===== config.mk =====
export PLATFORM = sky130hd
export DESIGN_NAME = dvf_fabric
export DESIGN_NICKNAME = d
export VERILOG_FILES = /design/src/rtl/dvf_pkg.sv /design/src/rtl/dvf_decide.sv /design/src/rtl/dvf_node.sv /design/src/rtl/dvf_fabric.sv
export SDC_FILE = /design/constraint.sdc
export NUM_CORES = 1
export LEC_CHECK = 0
export BUFFER_PORTS_ARGS = -buffer_cell sky130_fd_sc_hd__buf_2
export CORE_AREA = 2 2 184 186
export DETAILED_ROUTE_END_ITERATION = 16
export DIE_AREA = 0 0 186 188
export PLACE_DENSITY_LB_ADDON = 0.12
export RECOVER_POWER = 100
export SETUP_SLACK_MARGIN = 0.3
export SLEW_MARGIN = 5
export SYNTH_ARGS = -nofsm -noshare
export SYNTH_HDL_FRONTEND = slang
export SYNTH_SLANG_ARGS = --single-unit
export TNS_END_PERCENT = 20

===== constraint.sdc =====
create_clock -name clk -period 1.6 [get_ports clk]
set_input_delay 0.24 -clock clk [delete_from_list [all_inputs] [get_ports clk]]
set_output_delay 0.24 -clock clk [all_outputs]
set_load 0.05 [all_outputs]

===== src/rtl/dvf_pkg.sv =====
package dvf_pkg;

    // Height reached by a sideways hop on ring `cyl`. The outer rings flip the
    // height bit they test, so a mismatching packet lands on a matching height
    // one hop later. The innermost ring keeps the height.
    function automatic int dvf_cross(input int cyl, input int h, input int hb);
        if (cyl < hb) return h ^ (1 << (hb - 1 - cyl));
        return h;
    endfunction

endpackage


===== src/rtl/dvf_decide.sv =====
module dvf_decide #(
    parameter int             AB       = 2,
    parameter bit             INNER    = 1'b0,
    parameter bit             HT_BIT   = 1'b0,
    parameter logic [AB-1:0]  ANG_BITS = '0
) (
    input  logic          vld,
    input  logic          hdr_bit,
    input  logic [AB-1:0] ang,
    input  logic          busy_in,
    output logic          go_south,
    output logic          go_east
);

    logic match;
    logic pass;

    always_comb begin
        match    = INNER ? (ang == ANG_BITS) : (hdr_bit == HT_BIT);
        pass     = match & ~busy_in;
        go_south = vld & pass;
        go_east  = vld & ~pass;
    end

endmodule


===== src/rtl/dvf_node.sv =====
module dvf_node #(
    parameter int CYL_IDX = 0,
    parameter int HT_IDX  = 0,
    parameter int ANG_IDX = 0,
    parameter int HB      = 2,
    parameter int AB      = 2,
    parameter int TAG_W   = 8,
    localparam int AW     = HB + AB
) (
    input  logic             clk,
    input  logic             rst_n,
    input  logic             n_vld,
    input  logic [AW-1:0]    n_addr,
    input  logic [TAG_W-1:0] n_tag,
    input  logic             w_vld,
    input  logic [AW-1:0]    w_addr,
    input  logic [TAG_W-1:0] w_tag,
    input  logic             busy_in,
    output logic             q_vld,
    output logic [AW-1:0]    q_addr,
    output logic [TAG_W-1:0] q_tag,
    output logic             go_south,
    output logic             go_east
);

    localparam bit            INNER    = (CYL_IDX == HB);
    localparam logic [HB-1:0] HT_BITS  = HB'(HT_IDX);
    localparam int            HDR_POS  = INNER ? AW - 1 : AW - 1 - CYL_IDX;
    localparam int            HT_SHIFT = INNER ? 0 : HB - 1 - CYL_IDX;
    localparam bit            HT_BIT   = bit'((HT_IDX >> HT_SHIFT) & 1);
    localparam logic [AB-1:0] ANG_BITS = AB'(ANG_IDX);

    typedef struct packed {
        logic             vld;
        logic [AW-1:0]    addr;
        logic [TAG_W-1:0] tag;
    } slot_t;

    slot_t slot_d, slot_q;

    always_comb begin
        slot_d = '0;
        if (n_vld) begin
            slot_d.vld  = 1'b1;
            slot_d.addr = n_addr;
            slot_d.tag  = n_tag;
        end else if (w_vld) begin
            slot_d.vld  = 1'b1;
            slot_d.addr = w_addr;
            slot_d.tag  = w_tag;
        end
    end

    always_ff @(posedge clk or negedge rst_n) begin
        if (!rst_n) slot_q <= '0;
        else        slot_q <= slot_d;
    end

    assign q_vld  = slot_q.vld;
    assign q_addr = slot_q.addr;
    assign q_tag  = slot_q.tag;

    dvf_decide #(
        .AB       (AB),
        .INNER    (INNER),
        .HT_BIT   (HT_BIT),
        .ANG_BITS (ANG_BITS)
    ) u_decide (
        .vld      (slot_q.vld),
        .hdr_bit  (slot_q.addr[HDR_POS]),
        .ang      (slot_q.addr[AB-1:0]),
        .busy_in  (busy_in),
        .go_south (go_south),
        .go_east  (go_east)
    );

    AST_SINGLE_OCCUPANT: assert property (@(posedge clk) disable iff (!rst_n)
        !(n_vld && w_vld));

    if (CYL_IDX > 0) begin : g_resolved
        AST_RESOLVED_BITS: assert property (@(posedge clk) disable iff (!rst_n)
            slot_q.vld |-> (slot_q.addr[AW-1 -: CYL_IDX] == HT_BITS[HB-1 -: CYL_IDX]));
    end

endmodule


===== src/rtl/dvf_fabric.sv =====
module dvf_fabric
    import dvf_pkg::*;
#(
    parameter int  HEIGHTS = 4,
    parameter int  ANGLES  = 3,
    parameter int  TAG_W   = 8,
    localparam int HB      = $clog2(HEIGHTS),
    localparam int AB      = $clog2(ANGLES),
    localparam int AW      = HB + AB,
    localparam int NPORT   = HEIGHTS * ANGLES,
    localparam int CYLS    = HB + 1
) (
    input  logic                   clk,
    input  logic                   rst_n,
    input  logic [NPORT-1:0]       in_valid,
    input  logic [NPORT*AW-1:0]    in_addr,
    input  logic [NPORT*TAG_W-1:0] in_tag,
    output logic [NPORT-1:0]       in_busy,
    output logic [NPORT-1:0]       out_valid,
    output logic [NPORT*AW-1:0]    out_addr,
    output logic [NPORT*TAG_W-1:0] out_tag
);

    localparam int NODES = CYLS * NPORT;

    logic             node_vld  [CYLS][HEIGHTS][ANGLES];
    logic [AW-1:0]    node_addr [CYLS][HEIGHTS][ANGLES];
    logic [TAG_W-1:0] node_tag  [CYLS][HEIGHTS][ANGLES];
    logic             south     [CYLS][HEIGHTS][ANGLES];
    logic             east      [CYLS][HEIGHTS][ANGLES];

    for (genvar c = 0; c < CYLS; c++) begin : g_cyl
        for (genvar h = 0; h < HEIGHTS; h++) begin : g_ht
            for (genvar a = 0; a < ANGLES; a++) begin : g_ang
                localparam int AM1   = (a + ANGLES - 1) % ANGLES;
                localparam int W_SRC = dvf_cross(c, h, HB);
                localparam int PORT  = h * ANGLES + a;

                logic             n_vld;
                logic [AW-1:0]    n_addr;
                logic [TAG_W-1:0] n_tag;
                logic             busy_in;

                if (c == 0) begin : g_entry
                    assign in_busy[PORT] = east[0][W_SRC][AM1];
                    assign n_vld  = in_valid[PORT] & ~in_busy[PORT];
                    assign n_addr = in_addr[PORT*AW +: AW];
                    assign n_tag  = in_tag[PORT*TAG_W +: TAG_W];
                end else begin : g_ingress
                    assign n_vld  = south[c-1][h][AM1];
                    assign n_addr = node_addr[c-1][h][AM1];
                    assign n_tag  = node_tag[c-1][h][AM1];
                end

                if (c < CYLS - 1) begin : g_busy
                    assign busy_in = east[c+1][dvf_cross(c + 1, h, HB)][a];
                end else begin : g_nobusy
                    assign busy_in = 1'b0;
                end

                dvf_node #(
                    .CYL_IDX (c),
                    .HT_IDX  (h),
                    .ANG_IDX (a),
                    .HB      (HB),
                    .AB      (AB),
                    .TAG_W   (TAG_W)
                ) u_node (
                    .clk      (clk),
                    .rst_n    (rst_n),
                    .n_vld    (n_vld),
                    .n_addr   (n_addr),
                    .n_tag    (n_tag),
                    .w_vld    (east[c][W_SRC][AM1]),
                    .w_addr   (node_addr[c][W_SRC][AM1]),
                    .w_tag    (node_tag[c][W_SRC][AM1]),
                    .busy_in  (busy_in),
                    .q_vld    (node_vld[c][h][a]),
                    .q_addr   (node_addr[c][h][a]),
                    .q_tag    (node_tag[c][h][a]),
                    .go_south (south[c][h][a]),
                    .go_east  (east[c][h][a])
                );

                if (c == CYLS - 1) begin : g_exit
                    assign out_valid[PORT]               = south[c][h][a];
                    assign out_addr[PORT*AW +: AW]       = node_addr[c][h][a];
                    assign out_tag[PORT*TAG_W +: TAG_W]  = node_tag[c][h][a];

                    AST_EXIT_POSITION: assert property (@(posedge clk) disable iff (!rst_n)
                        out_valid[PORT] |-> (out_addr[PORT*AW +: AW] == {HB'(h), AB'(a)}));
                end
            end
        end
    end

    logic [NODES-1:0] occ_flat;
    logic [NPORT-1:0] acc_flat;

    always_comb begin
        for (int c = 0; c < CYLS; c++)
            for (int h = 0; h < HEIGHTS; h++)
                for (int a = 0; a < ANGLES; a++)
                    occ_flat[(c * HEIGHTS + h) * ANGLES + a] = node_vld[c][h][a];
        acc_flat = in_valid & ~in_busy;
    end

    AST_PACKET_CONSERVED: assert property (@(posedge clk) disable iff (!rst_n)
        1'b1 |=> ($countones(occ_flat) == $past($countones(occ_flat))
                  + $past($countones(acc_flat)) - $past($countones(out_valid))));

endmodule


==> results of run 1 <==
state kept, by name, summed over array words and instances (netlist names):
signal	count
g_cyl.g_ht.g_ang.u_node.q_addr	144
g_cyl.g_ht.g_ang.u_node.q_tag	288
g_cyl.g_ht.g_ang.u_node.q_vld	36
cell families after synthesis:
logic type,after synthesis
and+or+nand+nor,456
buffers and inverters,124
DFF,468
AOI/OAI and AO/OA,451
where the power goes:
group / leakage, nW / internal [mW] / switching, mW
Combinational: 5.86 / 10.2 / 13.6
Sequential: 6.18 / 15.2 / 3.87
Clock: 0.840 / 7.32 / 4.62
Total: 12.9 / 32.7 / 22.1
worst max-delay path: cells and delay by family (launching register included):
family                 cells  cell delay (ps)
AO/OA/AOI/OAI              1              320
buffers and inverters      1              150
flip-flops                 1              440
AND/OR/NAND/NOR            2              340
repair_timing:
item	CTS	global route
gates cloned	8	11
setup endpoints to repair	504	618
buffers inserted	47	50
pin swaps	87	106
gates resized for setup	351	172
hold endpoints to repair	456	0
hold buffers	148	0
worst max path at each step:
stage,startpoint,endpoint
floorplan,g_cyl[2].g_ht[2].g_ang[0].u_node.q_addr[0],in_busy[4]
global placement,g_cyl[2].g_ht[2].g_ang[2].u_node.q_addr[0],g_cyl[0].g_ht[1].g_ang[0].u_node.q_addr[1]
detailed placement,g_cyl[2].g_ht[2].g_ang[1].u_node.q_addr[1],g_cyl[0].g_ht[1].g_ang[2].u_node.q_tag[4]
CTS,g_cyl[2].g_ht[2].g_ang[2].u_node.q_addr[1],in_busy[3]
global route,g_cyl[2].g_ht[2].g_ang[2].u_node.q_vld,in_busy[3]
finish,g_cyl[2].g_ht[2].g_ang[2].u_node.q_vld,in_busy[3]
metrics by stage:
stage | area (um2) | TNS, ps | utilization [%]
after floorplan | 18200 | -64.7 | -
after global placement | 20400 | -147 | 61.6
after CTS | 25300 | -4840 | 76.3
after detailed placement | 20400 | -2920 | 61.6
after global routing | 26200 | -17020 | 79.3
final | 26300 | -12070 | 79.3
metal layers:
| layer | vias up | track usage [%] | part of all wire, % |
|---|---|---|---|
| li1 | 6485 | - | - |
| met2 | 1097 | 59.0 | 45 |
| met1 | 7836 | 55.4 | 39 |
| met5 | - | 0 | 0 |
| met3 | 211 | 7.15 | 10 |
| met4 | 0 | 15.1 | 5.2 |
cells in the final DEF (no fill, tap or decap), types with 9 or more instances in the layout:
master	netlist	layout
dfrtp_1	468	438
nand2_1	318	289
buf_2	40	260
a22o_1	245	245
dlygate4sd3_1	0	148
buf_6	4	108
buf_4	37	92
o21ai_0	126	84
clkbuf_16	0	52
buf_8	0	39
dfrtp_2	0	30
o21ai_2	1	24
o21ai_1	10	21
nand2_2	0	19
a32o_1	17	17
buf_12	0	16
nor2b_4	2	15
and2_1	30	14
and2_4	0	13
nand3_1	22	12
clkinv_2	0	12
or2_4	0	11
nand2_4	0	10
nand3_4	0	10
clkbuf_8	0	10
o21ai_4	0	9
nor2b_1	18	9
or2_2	18	9
layout make-up:
| class | instances | share of cell area, % |
|---|---|---|
| repair buffers | 680 | 22.0 |
| inverters | 4 | 0.0572 |
| multi-input cells | 911 | 24.5 |
| flip-flops and latches | 468 | 44.8 |
| diodes | 2 | 0.0191 |
| well taps | 448 | 2.14 |
| clock buffers | 62 | 5.24 |
| clock inverters | 23 | 1.23 |
==> flow_summary.yaml, run 1 <==
run_status:
  status: "finished, violations left"
  violations: "setup timing"
detailed_routing:
  drt_iter0_drc: 1737
  postRouteAntennaNets: 0
  wire_per_inst_um: 27.1
  drtPass1Iterations: 6
  totalWireLength_mm: 70.4
  vias_per_cell: 6.02
  drc_errors: 0
  num_vias: 15600
hold_path:
  hold_start: "in_addr[43]"
  whs_path_depth: 2
  hp-class: "input pin to register"
  holdPathEnd: "g_cyl[0].g_ht[3].g_ang[1].u_node.q_addr[3]"
worst_setup_path:
  r2r_end: "g_cyl[0].g_ht[1].g_ang[1].u_node.q_addr[0]"
  cp_cell_sequence: "nand2_2 -> o211ai_1 -> and2_4 -> buf_8"
  cp.arrival_ps: 1800
  reg2reg_setup_slack_ps: -330
  crit_path_max_incr_delay_ps: 440
  r2r_cells: 8
  slowest_stage: "dfrtp_1"
  rr_startpoint: "g_cyl[2].g_ht[2].g_ang[0].u_node.q_addr[1]"
  worstSetupStartpointType: "register"
  worst_ep_required_time_ps: 1360
  crit_fanout: 5
  crit_path_end_kind: "primary output"
  path_class: "register to primary output"
final_layout:
  fillers: 1872
  multi_input_area_mm2: 0.00644
  syn_to_final_growth_pct: 46.8
  nNetsFinal: 2269
  stdcell_count: 2598
  ff_latch_area_mm2: 0.0117
  layout-drive-gt1-share_pct: 38.0
clocking:
  cts_max_level: 2
  cts_buffers: 46
  clk_pin_slew_ps: 70
  cts_buffer_depth: 3
  clock-sinks: 468
  cts-root-buf: "clkbuf_16"
  worst_skew_pair.late_latency_ps: 550
  cts_tree: "yes"
global_route:
  grt_pass1_vias: 15200
  overflow: 0
  grt_max_degree: 70
  grtUsageTotal_pct: 38.7
  antenna_found_initial: 2
  grt_pass1_wl_mm: 96.8
synthesis:
  synth-edff-count: 0
  synthAdderAreaFrac_pct: 0
  synth_xor_xnor_area_share_pct: 0
  ys.flop_type: "dfrtp_1"
  synth_compound_area_share_pct: 19.1
  yosys.area.top_type_share_pct: 65.5
  ys_top_cells_by_area: "dfrtp_1 65%, a22o_1 12%, nand2_1 6.7%"
  syn_inst: 1499
  synth_top_family_by_area: "compound AO/OA/AOI/OAI gates"
  synth_simple_gate_area_share_pct: 11.6
  synth.most_common_cell: "dfrtp_1"
  syn_nets: 1657
  netlist.top_cell.by_area: "dfrtp_1"
  synth_cell_types: 38
  synth.mux.area_fraction_pct: 0
  ys_seq_area_share_pct: 65.5
  syn-mean-instance-area_um2: 11.9
  ys_ff_latch: 468
  yosys-top-cells-count: "468 x dfrtp_1, 318 x nand2_1, 245 x a22o_1"
  synth_warnings: 0
  synth.cell_area_mm2: 0.0179
  synthArstFlopShare_pct: 100
timing:
  min_period_ps: 2040
  final-setup-viol-count: 108
  tightestPinTransition_ps: 1150
  hold_slack_ps: 21.1
  finClkSkew_ps: 20.1
  finalMaxSlewViolations: 0
  fin_ws_ps: -439
  finalHoldViolCount: 0
  clock.fmax_ghz: 0.491
  fin_crit_sh_pct: 127
  relSlewSlack_pct: 23.0
  rsz0062_at_grt: "true"
floorplanning:
  dieWidth_um: 186
  start_util_pct: 54.0
  ios: 326
  die_h_um: 188
  dieArea_mm2: 0.0350
  fp-row-count: 67
  core_mm2: 0.0331
place:
  place_ws_ps: -98.3
  dp_cells: 2247
  port_buffers: 325
  hpwl_mm: 47.6
  place.gp.congestion: 1.00
flow_run:
  cap_viol_max_count: 0
power:
  irDropWorstVdd_mv: 2.13
  total_power_mw: 54.8
  p_leak_nw: 12.9
  power_density_mw_per_mm2: 2090
Power figures use the tool's default switching activity.
==> run 2: changes to the inputs <==
--- a/config.mk
+++ b/config.mk
@@ -5,12 +5,14 @@
 export SDC_FILE = /design/constraint.sdc
 export NUM_CORES = 1
 export LEC_CHECK = 0
+export ABC_CLOCK_PERIOD_IN_PS = 1600
 export BUFFER_PORTS_ARGS = -buffer_cell sky130_fd_sc_hd__buf_2
-export CORE_AREA = 2 2 184 186
+export CORE_AREA = 2 2 205 167
 export DETAILED_ROUTE_END_ITERATION = 16
-export DIE_AREA = 0 0 186 188
+export DIE_AREA = 0 0 207 169
 export PLACE_DENSITY_LB_ADDON = 0.12
 export RECOVER_POWER = 100
+export REMOVE_ABC_BUFFERS = 1
 export SETUP_SLACK_MARGIN = 0.3
 export SLEW_MARGIN = 5
 export SYNTH_ARGS = -nofsm -noshare
==> run 2 against run 1 <==
Non-clock buffer count grew 42. Flip-flop and latch count is the same. Combinational power grew 9.7%. Largest cell class unchanged. Fmax shrank 1.1%. Utilization is essentially flat. The flow still finishes with violations (setup timing).
==> flow_summary.yaml, run 2 (synthesis results as in run 1) <==
place:
  post_dp_cell_area_mm2: 0.0209
  place.gp.congestion: 0.971
  hpwl_mm: 49.8
  place_ws_ps: -84.3
  port_buffers: 325
timing:
  finalMaxSlewViolations: 0
  relSlewSlack_pct: 43.5
  min_period_ps: 2060
  fin_crit_sh_pct: 129
  finClkSkew_ps: 14.8
  finalHoldViolCount: 0
  final-setup-viol-count: 158
  rsz0062_at_grt: "true"
  clock.fmax_ghz: 0.485
  fin_ws_ps: -461
  tightestPinTransition_ps: 847
global_route:
  overflow: 0
  grt_pass1_wl_mm: 101
  grt_max_degree: 64
  antenna_found_initial: 0
  grt_pass1_vias: 15900
  grtUsageTotal_pct: 39.8
worst_setup_path:
  worst_ep_required_time_ps: 1360
  cp.buffers_inverters: 2
  slowest_stage: "dfrtp_1"
  cp.arrival_ps: 1820
  r2r_end: "g_cyl[2].g_ht[2].g_ang[1].u_node.q_tag[6]"
  cp_top_family: "flip-flops"
  crit_fanout: 2
  crit_end: "in_busy[8]"
  rr_startpoint: "g_cyl[2].g_ht[2].g_ang[0].u_node.q_addr[0]"
  worstSetupPathDepth: 5
  crit_path_max_incr_delay_ps: 380
  path_class: "register to primary output"
  crit_path_end_kind: "primary output"
  worstSetupStartpointType: "register"
  crit_start: "g_cyl[2].g_ht[1].g_ang[1].u_node.q_addr[0]"
  cp_cell_sequence: "nor2b_4 -> buf_6 -> o211ai_1 -> and2_4 -> buf_8"
  r2r_cells: 6
  reg2reg_setup_slack_ps: -290
detailed_routing:
  postRouteAntennaNets: 0
  wl_met3_mm: 8.60
  wl_met2_mm: 32.9
  wire_per_inst_um: 27.9
  vias_per_cell: 6.11
  drc_errors: 0
  top_layer_used: "met4"
  num_vias: 16000
  met1_length_mm: 28.7
  drt_iter0_drc: 1782
  drtPass1Iterations: 5
  totalWireLength_mm: 73.0
final_layout:
  multi_input_area_mm2: 0.00622
  fillers: 2008
  layout-drive-gt1-share_pct: 36.7
  ff_latch_area_mm2: 0.0117
  largest_reg_flops: 288
  nNetsFinal: 2307
  n_antenna_cell: 0
  syn_to_final_growth_pct: 46.4
  final_common_cell: "dfrtp_1"
  layout_common_cells: "464 x dfrtp_1, 286 x nand2_1, 281 x buf_2, 244 x a22o_1, 150 x dlygate4sd3_1"
  post-route-cell-area_mm2: 0.0262
run_status:
  violations: "setup timing"
  status: "finished, violations left"
clocking:
  worst_skew_pair.late_latency_ps: 560
  clock-sinks: 468
  cts_buffers: 45
  clk_pin_slew_ps: 60
  cts_tree: "yes"
  cts_buffer_depth: 3
  cts-root-buf: "clkbuf_16"
  cts_max_level: 2
power:
  total_power_mw: 55.5
  irDropWorstVdd_mv: 1.28
  power_density_mw_per_mm2: 2120
  p_leak_nw: 13.1
floorplanning:
  core_mm2: 0.0330
  die_h_um: 169
  start_util_pct: 54.1
  dieArea_mm2: 0.0350
  fp-row-count: 60
  ios: 326
  dieWidth_um: 207
hold_path:
  hp-class: "input pin to register"
flow_run:
  cap_viol_max_count: 0
run 2: power breakdown:
part | internal [mW] | leakage [nW] | switching, mW | total, mW
combinational | 11.1 | 6.11 | 14.9 | 26.1
clock | 6.51 | 0.762 | 4.63 | 11.1
sequential | 15.2 | 6.22 | 3.10 | 18.3
run 2: what timing repair did:
item                                   CTS  global route
hold buffers                           150             0
setup endpoints to repair              565           616
pin swaps                               92           105
resized for setup                      276           181
gates cloned                             3             9
buffers inserted                        42            41
endpoints found under the hold margin  185             0
run 2: how the worst min path moves through the flow:
stage | from | depth (start not counted) | endpoint
final | in_addr[43] | 2 | g_cyl[0].g_ht[3].g_ang[1].u_node.q_addr[3]
after global routing | in_addr[43] | 2 | g_cyl[0].g_ht[3].g_ang[1].u_node.q_addr[3]
after CTS | in_addr[43] | 2 | g_cyl[0].g_ht[3].g_ang[1].u_node.q_addr[3]
after detailed placement | rst_n | 1 | g_cyl[2].g_ht[3].g_ang[2].u_node.q_tag[7]
after global placement | rst_n | 1 | g_cyl[2].g_ht[2].g_ang[1].u_node.q_addr[2]
after floorplan | rst_n | 0 | g_cyl[0].g_ht[0].g_ang[0].u_node.q_addr[0]
run 2: metrics by stage:
stage	util (%)	hold slack, ps	std cells	setup TNS (ps)
finish	79.3	45.5	2619	-22850
CTS	76.6	19.0	2569	-7500
floorplan	-	-55.6	1379	-143670
detailed placement	63.3	208	2291	-947
global route	79.3	27.1	2619	-29360
global placement	63.3	205	2291	-759
run 2: routing by layer:
layer	GRT usage (%)	up-vias
li1	-	6575
met1	56.4	8181
met2	60.8	1071
met3	9.68	186
met4	13.8	0
met5	0	-
run 2: area by class of cell:
type | count | area share [%]
inverters | 4 | 0.0574
clock buffers | 69 | 5.19
flip-flops and latches | 468 | 44.8
multi-input cells | 908 | 23.7
well taps | 434 | 2.07
repair buffers | 722 | 23.5
clock inverters | 14 | 0.693
==> run 3: changes to the inputs <==
==> constraint.sdc (replaced) <==
create_clock -name clk -period 1.6 [get_ports clk]
set_input_delay 0.4 -clock clk [delete_from_list [all_inputs] [get_ports clk]]
set_output_delay 0.4 -clock clk [all_outputs]
set_load 0.05 [all_outputs]
==> run 3 against run 2 <==
The flow still finishes with violations (setup timing). Utilization shrank 4.7 points. Power decreased by 4.5%. Combinational power shrank 9.2%. Largest cell class unchanged. Largest power group unchanged.
==> flow_summary.yaml, run 3 (synthesis results as in run 1) <==
clocking:
  cts_buffer_depth: 3
  worst_skew_pair.late_latency_ps: 560
  cts-root-buf: "clkbuf_16"
  cts_buffers: 46
  cts_max_level: 2
  clk_pin_slew_ps: 60
  clock-sinks: 468
  cts_tree: "yes"
place:
  hpwl_mm: 50.4
  dp_cells: 2300
  place.gp.congestion: 0.989
  port_buffers: 325
  post_dp_cell_area_mm2: 0.0209
  place_ws_ps: -231
detailed_routing:
  postRouteAntennaNets: 0
  drt_iter0_drc: 1787
  drtPass1Iterations: 5
  totalWireLength_mm: 69.0
  num_vias: 15100
  wire_per_inst_um: 28.2
  vias_per_cell: 6.14
  drc_errors: 0
global_route:
  antenna_found_initial: 2
  grt_pass1_vias: 14500
  grt_max_degree: 67
  grt_pass1_wl_mm: 94.5
  overflow: 0
  grtUsageTotal_pct: 37.5
final_layout:
  nNetsFinal: 2144
  ff_latch_area_mm2: 0.0117
  layout-drive-gt1-share_pct: 37.0
  largest_reg_flops: 288
  final_common_cell: "dfrtp_1"
  n_antenna_cell: 0
  syn_to_final_growth_pct: 37.6
  fillers: 2245
  stdcell_count: 2452
  layout_common_cells: "462 x dfrtp_1, 300 x nand2_1, 245 x a22o_1, 230 x buf_2, 122 x buf_6"
  final_core_util_pct: 74.5
  post-route-cell-area_mm2: 0.0246
  multi_input_area_mm2: 0.00600
timing:
  relSlewSlack_pct: 42.9
  rsz0062_at_grt: "true"
  min_period_ps: 2190
  finClkSkew_ps: 19.0
  tns_ps: -17610
  tightestPinTransition_ps: 856
  fin_crit_sh_pct: 137
  finalHoldViolCount: 0
  final-setup-viol-count: 198
  hold_slack_ps: 53.8
  fin_ws_ps: -588
  finalMaxSlewViolations: 0
  clock.fmax_ghz: 0.457
worst_setup_path:
  reg2reg_setup_slack_ps: -120
  cp.arrival_ps: 1790
  crit_path_end_kind: "primary output"
  r2r_cells: 8
  slowest_stage: "dfrtp_1"
  path_class: "register to primary output"
  worstSetupStartpointType: "register"
  worst_ep_required_time_ps: 1200
  cp_cell_sequence: "nor2b_4 -> o211ai_1 -> buf_4 -> and2_4 -> buf_8"
  crit_fanout: 2
  crit_path_max_incr_delay_ps: 390
floorplanning:
  start_util_pct: 54.1
  dieWidth_um: 207
  core_mm2: 0.0330
  ios: 326
  fp-row-count: 60
  die_h_um: 169
  dieArea_mm2: 0.0350
run_status:
  violations: "setup timing"
  status: "finished, violations left"
power:
  p_leak_nw: 12.3
  irDropWorstVdd_mv: 1.53
  total_power_mw: 53.0
  power_density_mw_per_mm2: 2150
hold_path:
  whs_path_depth: 2
  hp-class: "input pin to register"
flow_run:
  cap_viol_max_count: 0
[run 3: layout make-up]
cell class | count | area share (%)
Multi-Input combinational cell | 908 | 24.4
Tap cell | 434 | 2.21
Sequential cell | 468 | 47.6
Clock inverter | 13 | 0.707
Timing Repair Buffer | 558 | 19.5
Inverter | 4 | 0.0610
Clock buffer | 67 | 5.54
[run 3: where the power goes]
group | switching [mW] | internal [mW]
Combinational | 14.1 | 9.51
Sequential | 3.03 | 15.2
Clock | 4.57 | 6.54
[run 3: per-layer routing]
layer | wire [um] | GRT usage [%] | share of wire [%] | vias to the layer above
met5 | 31 | 0 | 0.045 | -
met2 | 29900 | 54.6 | 43 | 974
met1 | 28500 | 56.2 | 41 | 7688
met3 | 8280 | 8.18 | 12 | 144
met4 | 2410 | 12.7 | 3.5 | 4
li1 | - | - | - | 6246
[run 3: worst max-delay path, delay by kind of cell, from the launching register on]
| kind | cells | cell delay (ps) |
|---|---|---|
| DFF | 1 | 390 |
| buffers and inverters | 2 | 330 |
| and+or+nand+nor | 2 | 320 |
| AOI/OAI and AO/OA | 1 | 190 |
[run 3: worst paths after layout]
kind | start | endpoint
worst max-delay path | g_cyl[2].g_ht[1].g_ang[1].u_node.q_addr[0] | in_busy[8]
worst min-delay path | in_tag[51] | g_cyl[0].g_ht[2].g_ang[0].u_node.q_tag[3]
worst max register to register | g_cyl[2].g_ht[0].g_ang[1].u_node.q_addr[0] | g_cyl[0].g_ht[3].g_ang[2].u_node.q_addr[3]
worst min register to register | g_cyl[1].g_ht[2].g_ang[0].u_node.q_addr[1] | g_cyl[1].g_ht[3].g_ang[1].u_node.q_addr[1]
max in group asynchronous | rst_n | g_cyl[1].g_ht[2].g_ang[2].u_node.q_tag[2]
min in group asynchronous | rst_n | g_cyl[2].g_ht[2].g_ang[1].u_node.q_addr[2]
[run 3: what timing repair did]
item                       CTS  global route
setup endpoints to repair  559           619
gates cloned                 0            10
resized for setup          319           167
pin swaps                   36            27
hold endpoints to repair    45             0
buffers inserted            23            38
hold buffers                 1             0
